## src/rtl/tern_pkg.sv

```systemverilog
package tern_pkg;

   localparam int CODE_W    = 5;
   localparam int CODE_CNT  = 1 << CODE_W;
   localparam int CODE_LIM  = 13;

   typedef enum logic [1:0] {
      TRIT_ZERO = 2'b00,
      TRIT_POS  = 2'b01,
      TRIT_BAD  = 2'b10,
      TRIT_NEG  = 2'b11
   } trit_e;

   // outputs of one unary function, by input value
   typedef struct packed {
      trit_e on_pos;
      trit_e on_zero;
      trit_e on_neg;
   } tern_lut_t;

   localparam tern_lut_t LUT_NULL = '{TRIT_ZERO, TRIT_ZERO, TRIT_ZERO};

   typedef tern_lut_t [CODE_CNT-1:0] lut_tbl_t;

   // offset digit 0/1/2 -> trit -1/0/+1
   function automatic trit_e digit_to_trit(input logic [1:0] d);
      case (d)
         2'd0:    return TRIT_NEG;
         2'd1:    return TRIT_ZERO;
         default: return TRIT_POS;
      endcase
   endfunction

   function automatic logic code_in_range(input int v);
      return (v >= -CODE_LIM) && (v <= CODE_LIM);
   endfunction

   function automatic lut_tbl_t build_lut_tbl();
      lut_tbl_t tbl;
      for (int k = 0; k < CODE_CNT; k++) begin
         int v;
         int u;
         v = (k >= CODE_CNT/2) ? k - CODE_CNT : k;
         if (code_in_range(v)) begin
            u = v + CODE_LIM;
            tbl[k].on_pos  = digit_to_trit(2'(u / 9));
            tbl[k].on_zero = digit_to_trit(2'((u / 3) % 3));
            tbl[k].on_neg  = digit_to_trit(2'(u % 3));
         end else begin
            tbl[k] = LUT_NULL;
         end
      end
      return tbl;
   endfunction

   function automatic logic [CODE_CNT-1:0] build_ok_tbl();
      logic [CODE_CNT-1:0] ok;
      for (int k = 0; k < CODE_CNT; k++) begin
         ok[k] = code_in_range((k >= CODE_CNT/2) ? k - CODE_CNT : k);
      end
      return ok;
   endfunction

endpackage

```

## src/rtl/tern_code_lut.sv

```systemverilog
module tern_code_lut
   import tern_pkg::*;
#(
   parameter bit DEC_TABLE = 1'b1
) (
   input  logic [CODE_W-1:0] code,
   output tern_lut_t         lut,
   output logic              code_ok
);

   generate
      if (DEC_TABLE) begin : g_table
         localparam lut_tbl_t              LUT_TBL = build_lut_tbl();
         localparam logic [CODE_CNT-1:0]   OK_TBL  = build_ok_tbl();
         always_comb begin
            lut     = LUT_TBL[code];
            code_ok = OK_TBL[code];
         end
      end else begin : g_arith
         logic signed [CODE_W:0] code_sx;
         logic        [CODE_W:0] ofs;
         logic        [CODE_W:0] q_pos;
         logic        [CODE_W:0] q_zero;
         logic        [CODE_W:0] q_neg;
         always_comb begin
            code_sx = {code[CODE_W-1], code};
            code_ok = (code_sx >= -(CODE_W+1)'(CODE_LIM)) &&
                      (code_sx <=  (CODE_W+1)'(CODE_LIM));
            ofs     = code_sx + (CODE_W+1)'(CODE_LIM);
            q_pos   = ofs / (CODE_W+1)'(9);
            q_zero  = (ofs / (CODE_W+1)'(3)) % (CODE_W+1)'(3);
            q_neg   = ofs % (CODE_W+1)'(3);
            if (code_ok) begin
               lut.on_pos  = digit_to_trit(q_pos[1:0]);
               lut.on_zero = digit_to_trit(q_zero[1:0]);
               lut.on_neg  = digit_to_trit(q_neg[1:0]);
            end else begin
               lut = LUT_NULL;
            end
         end
      end
   endgenerate

endmodule

```

## src/rtl/tern_trit_map.sv

```systemverilog
module tern_trit_map
   import tern_pkg::*;
(
   input  tern_lut_t   lut,
   input  logic [1:0]  t_in,
   output logic [1:0]  t_out,
   output logic        t_bad
);

   always_comb begin
      t_bad = 1'b0;
      case (t_in)
         TRIT_POS:  t_out = lut.on_pos;
         TRIT_ZERO: t_out = lut.on_zero;
         TRIT_NEG:  t_out = lut.on_neg;
         default: begin
            t_out = TRIT_ZERO;
            t_bad = 1'b1;
         end
      endcase
   end

endmodule

```

## src/rtl/tern_out_stage.sv

```systemverilog
module tern_out_stage #(
   parameter int W       = 8,
   parameter bit REG_OUT = 1'b1
) (
   input  logic         clk,
   input  logic         rst_n,
   input  logic         vld_d,
   input  logic [W-1:0] d,
   output logic         vld_q,
   output logic [W-1:0] q
);

   generate
      if (REG_OUT) begin : g_reg
         always_ff @(posedge clk) begin
            if (!rst_n) begin
               q     <= '0;
               vld_q <= 1'b0;
            end else begin
               if (vld_d) q <= d;
               vld_q <= vld_d;
            end
         end
      end else begin : g_wire
         logic unused_clk_rst;
         assign unused_clk_rst = clk ^ rst_n;
         assign q     = d;
         assign vld_q = vld_d;
      end
   endgenerate

endmodule

```

## src/rtl/tern_unary_gate.sv

```systemverilog
module tern_unary_gate
   import tern_pkg::*;
#(
   parameter int N_TRITS   = 8,
   parameter bit REG_OUT   = 1'b1,
   parameter bit DEC_TABLE = 1'b1
) (
   input  logic                   clk,
   input  logic                   rst_n,
   input  logic                   valid_in,
   input  logic [CODE_W-1:0]      func_code,
   input  logic [2*N_TRITS-1:0]   trits_in,
   output logic                   valid_out,
   output logic [2*N_TRITS-1:0]   trits_out,
   output logic [N_TRITS-1:0]     trit_err,
   output logic                   code_err
);

   localparam int VEC_W = 2 * N_TRITS;
   localparam int PKT_W = VEC_W + N_TRITS + 1;

   generate
      if (N_TRITS < 1) begin : g_chk_n
         $error("tern_unary_gate: N_TRITS must be at least 1");
      end
   endgenerate

   tern_lut_t           lut;
   logic                code_ok;
   logic [VEC_W-1:0]    map_out;
   logic [N_TRITS-1:0]  map_bad;
   logic [PKT_W-1:0]    pkt_d;
   logic [PKT_W-1:0]    pkt_q;

   tern_code_lut #(
      .DEC_TABLE (DEC_TABLE)
   ) u_lut (
      .code    (func_code),
      .lut     (lut),
      .code_ok (code_ok)
   );

   generate
      for (genvar i = 0; i < N_TRITS; i++) begin : g_trit
         tern_trit_map u_map (
            .lut   (lut),
            .t_in  (trits_in[2*i +: 2]),
            .t_out (map_out[2*i +: 2]),
            .t_bad (map_bad[i])
         );
      end
   endgenerate

   assign pkt_d = {~code_ok, map_bad, map_out};

   tern_out_stage #(
      .W       (PKT_W),
      .REG_OUT (REG_OUT)
   ) u_out (
      .clk   (clk),
      .rst_n (rst_n),
      .vld_d (valid_in),
      .d     (pkt_d),
      .vld_q (valid_out),
      .q     (pkt_q)
   );

   assign code_err  = pkt_q[PKT_W-1];
   assign trit_err  = pkt_q[VEC_W +: N_TRITS];
   assign trits_out = pkt_q[VEC_W-1:0];

endmodule

```

## config.mk

```make
export PLATFORM = sky130hd
export DESIGN_NAME = tern_unary_gate
export DESIGN_NICKNAME = d
export VERILOG_FILES = /design/src/rtl/tern_pkg.sv /design/src/rtl/tern_code_lut.sv /design/src/rtl/tern_trit_map.sv /design/src/rtl/tern_out_stage.sv /design/src/rtl/tern_unary_gate.sv
export SDC_FILE = /design/constraint.sdc
export NUM_CORES = 1
export LEC_CHECK = 0
export CAP_MARGIN = 20
export CORE_ASPECT_RATIO = 1.5
export CORE_UTILIZATION = 60
export DETAILED_ROUTE_END_ITERATION = 8
export DONT_BUFFER_PORTS = 1
export PLACE_DENSITY = 0.73
export SLEW_MARGIN = 25
export SYNTH_ARGS = -nofsm -noshare
export SYNTH_HDL_FRONTEND = slang
export SYNTH_SLANG_ARGS = --single-unit
```

## constraint.sdc

```tcl
create_clock -name clk -period 4.8 [get_ports clk]
set_input_delay 0.48 -clock clk [delete_from_list [all_inputs] [get_ports clk]]
set_output_delay 0.48 -clock clk [all_outputs]
set_load 0.05 [all_outputs]
```

==> results.sh <==
export IMPL_slew_headroom=0.516
export IMPL_ir_drop_mv=0.159
export IMPL_r2r_start="u_out.q[4]"
export IMPL_coreArea_um2=2940
export IMPL_cts_made_buffers=3
export IMPL_path_buf_inv=0
export IMPL_post_cts_resize_count=0
export IMPL_synth_edff_count=0
export IMPL_fin_skew_ns=0
export IMPL_dp_cells=262
export IMPL_min_to="u_out.q[12]"
export IMPL_clockBufferDepth=2
export IMPL_finalHoldViolCount=0
export IMPL_worst_r2r_endpoint="u_out.q[4]"
export IMPL_worst_slack_ns=2.89
export IMPL_post_route_min_period_ns=1.91
export IMPL_crit_type="reg2reg"
export IMPL_antenna_left=0
export IMPL_start_util=0.641
export IMPL_firstDrtPassIters=5
export IMPL_end_kind="flop"
export IMPL_max_stage_delay_ns=0.57
export IMPL_power_frac_comb=0.200
export IMPL_drt_iter0_markers=89
export IMPL_multi_input_area_um2=1240
export IMPL_start_kind="flop"
export IMPL_min_path_cells=1
export IMPL_routed_via_density=6.94
export IMPL_fin_area_um2=1890
export IMPL_max_cap_violations=0
export IMPL_syn_inst=237
export IMPL_ys_seq_area_frac=0.276
export IMPL_synth_seq_cells=26
export IMPL_register_area_um2=520
export IMPL_antenna_found_initial=0
export IMPL_clkTransAtPathRegs_ns=0.08
export IMPL_die_y_um=70.7
export IMPL_post_route_drc_count=0
export IMPL_use_met1=0.360
export IMPL_final_cells=265
export IMPL_p_sw_uw=175
export IMPL_r2r_setup_slack_ns=2.89
export IMPL_synth_top_area_cell="dfxtp_1"
export IMPL_path_max_fanout=3
export IMPL_gp_congestion=0.863
export IMPL_wl_um=5130
export IMPL_core_rowCount=24
export IMPL_r2r_cells=5
export IMPL_hold_slack_ns=0.296
export IMPL_io_pins=50
export IMPL_netSwitchingFraction=0.347
export IMPL_hold_path_class="in2reg"
export IMPL_maxSlewViolCount=0
export IMPL_cts_tree="yes"
export IMPL_worstPathCellList="nand2b_1 > o311ai_0 > a31o_2 > a2111oi_0 > a311oi_2"
export IMPL_io_buffers=0
export IMPL_grt_overflow=0
export IMPL_synth_flop_cell="dfxtp_1"
export IMPL_outcome="finished, final reports clean"
export IMPL_yosysWarnings=0
export IMPL_power_per_cell_area_nw_per_um2=267
export IMPL_setup_viol=0
export IMPL_fillerInstances=290
export IMPL_grt_pass1_vias=1746
export IMPL_clock_fmax_ghz=0.524
export IMPL_p_int_uw=330
export IMPL_syn_area_per_cell_um2=7.96
export IMPL_async_flop_share=0
export IMPL_grt_pass1_wl_um=7960
export IMPL_dp_slack_ns=2.63
export IMPL_clk_latency_ns=0.27
export IMPL_yosys_top_cells_area="dfxtp_1, a21oi_1, nand2_1"
export IMPL_ctsHoldBuffers=0
export IMPL_detail_route_wl_per_cell_um=19.4
export IMPL_num_vias=1838
export IMPL_drive_gt1_frac=0.0929
export IMPL_p_clk_frac=0.241
export IMPL_post_cts_buffers=0
export IMPL_layout_area_overhead_vs_synth_pct=0.265
export IMPL_synth_area_um2=1890
export IMPL_layout_nets=260
export IMPL_cpMaxStageDelayCell="a2111oi_0"
export IMPL_grt_usage=0.319
export IMPL_p_leak_nw=0.700
export IMPL_rsz0062_at_grt="false"
export IMPL_cp_top_family="compound AO/OA/AOI/OAI gates"
export IMPL_synth_common_cells="nand2_1, dfxtp_1, a21oi_1"
export IMPL_synth_top_area_share=0.276
export IMPL_die_area_um2=3380
export IMPL_yosysUniqueCellTypes=52
export IMPL_h_tree_depth=1
export IMPL_setup_tns_ns=0
export IMPL_cp_startpoint="u_out.q[4]"
export IMPL_synth_nets=269
export IMPL_cts_root_buf="clkbuf_8"
export IMPL_dpl_hpwl_um=3900
export IMPL_placed_area_um2=1850
export IMPL_fp_dieW_um=47.8
export IMPL_diodes=0
export IMPL_period_share=0.397
export IMPL_met2_usage=0.535
export IMPL_tightest_slew_ns=0.707
export IMPL_post_route_util=0.643
export IMPL_seq_power_share=0.559
export IMPL_cts_sinks=26
export IMPL_yosysMostFrequentCell="nand2_1"
export IMPL_gr_usage_met3=0.0459
export IMPL_total_power_uw=505
export IMPL_crit_required_ns=4.93
export IMPL_hp_start="trits_in[13]"
export IMPL_grt_busiest_layer="met2"
export IMPL_crit_arrival_ns=2.04
export IMPL_grt_max_degree=31
cells by family (layout without fill, tap and decap cells):
kind of cell	Yosys count	after routing	share of synthesized area
flip-flops	26	26	0.276
AND/OR/NAND/NOR	79	79	0.200
XOR/XNOR	1	1	0.00464
adder cells (fa/ha/maj)	8	8	0.0531
buffers and inverters	25	14	0.0683
multiplexers	8	8	0.0650
AO/OA/AOI/OAI	90	90	0.333
cell type report:
| type | instances | area share |
|---|---|---|
| clock buffers | 3 | 0.0218 |
| multi-input cells | 186 | 0.654 |
| inverters | 11 | 0.0231 |
| well taps | 39 | 0.0258 |
| flip-flops and latches | 26 | 0.275 |
worst max path at each step:
stage	end	slack, ns	cells after the start
after detailed placement	u_out.q[15]	2.63	7
after global placement	u_out.q[9]	2.70	7
after CTS	u_out.q[4]	2.85	5
final	u_out.q[4]	2.89	5
after global routing	u_out.q[4]	2.80	5
after floorplan	u_out.q[13]	2.74	7
per-layer routing:
layer  wire [µm]  up-vias
li1            -      862
met1        1880      881
met2        2740       80
met3         326       15
met4         179        0
met5           0        -
placed cells by master (no fill, tap or decap), types with 4 or more instances in the layout:
master,instances
o21ai_0,19
nor2_1,19
ha_1,8
nand2_1,29
nand2b_1,8
inv_1,9
a211oi_1,7
a31oi_1,4
a21oi_1,22
dfxtp_1,26
nor3_1,4
nand3_1,5
o211ai_1,6
mux2i_1,4
flip-flops by register name (all words and copies together) (netlist names):
register	cells
u_out.q	25
u_out.vld_q	1
power groups by stage:
stage	clock, mW	combinational (mW)	sequential, mW
4_1_cts	0.123	0.100	0.282
5_1_grt	0.132	0.111	0.284
2_1_floorplan	0	0.0941	0.284
3_5_place_dp	0	0.0995	0.287
3_3_place_gp	0	0.0942	0.287
6_report	0.122	0.101	0.282
Power figures use the tool's default switching activity.
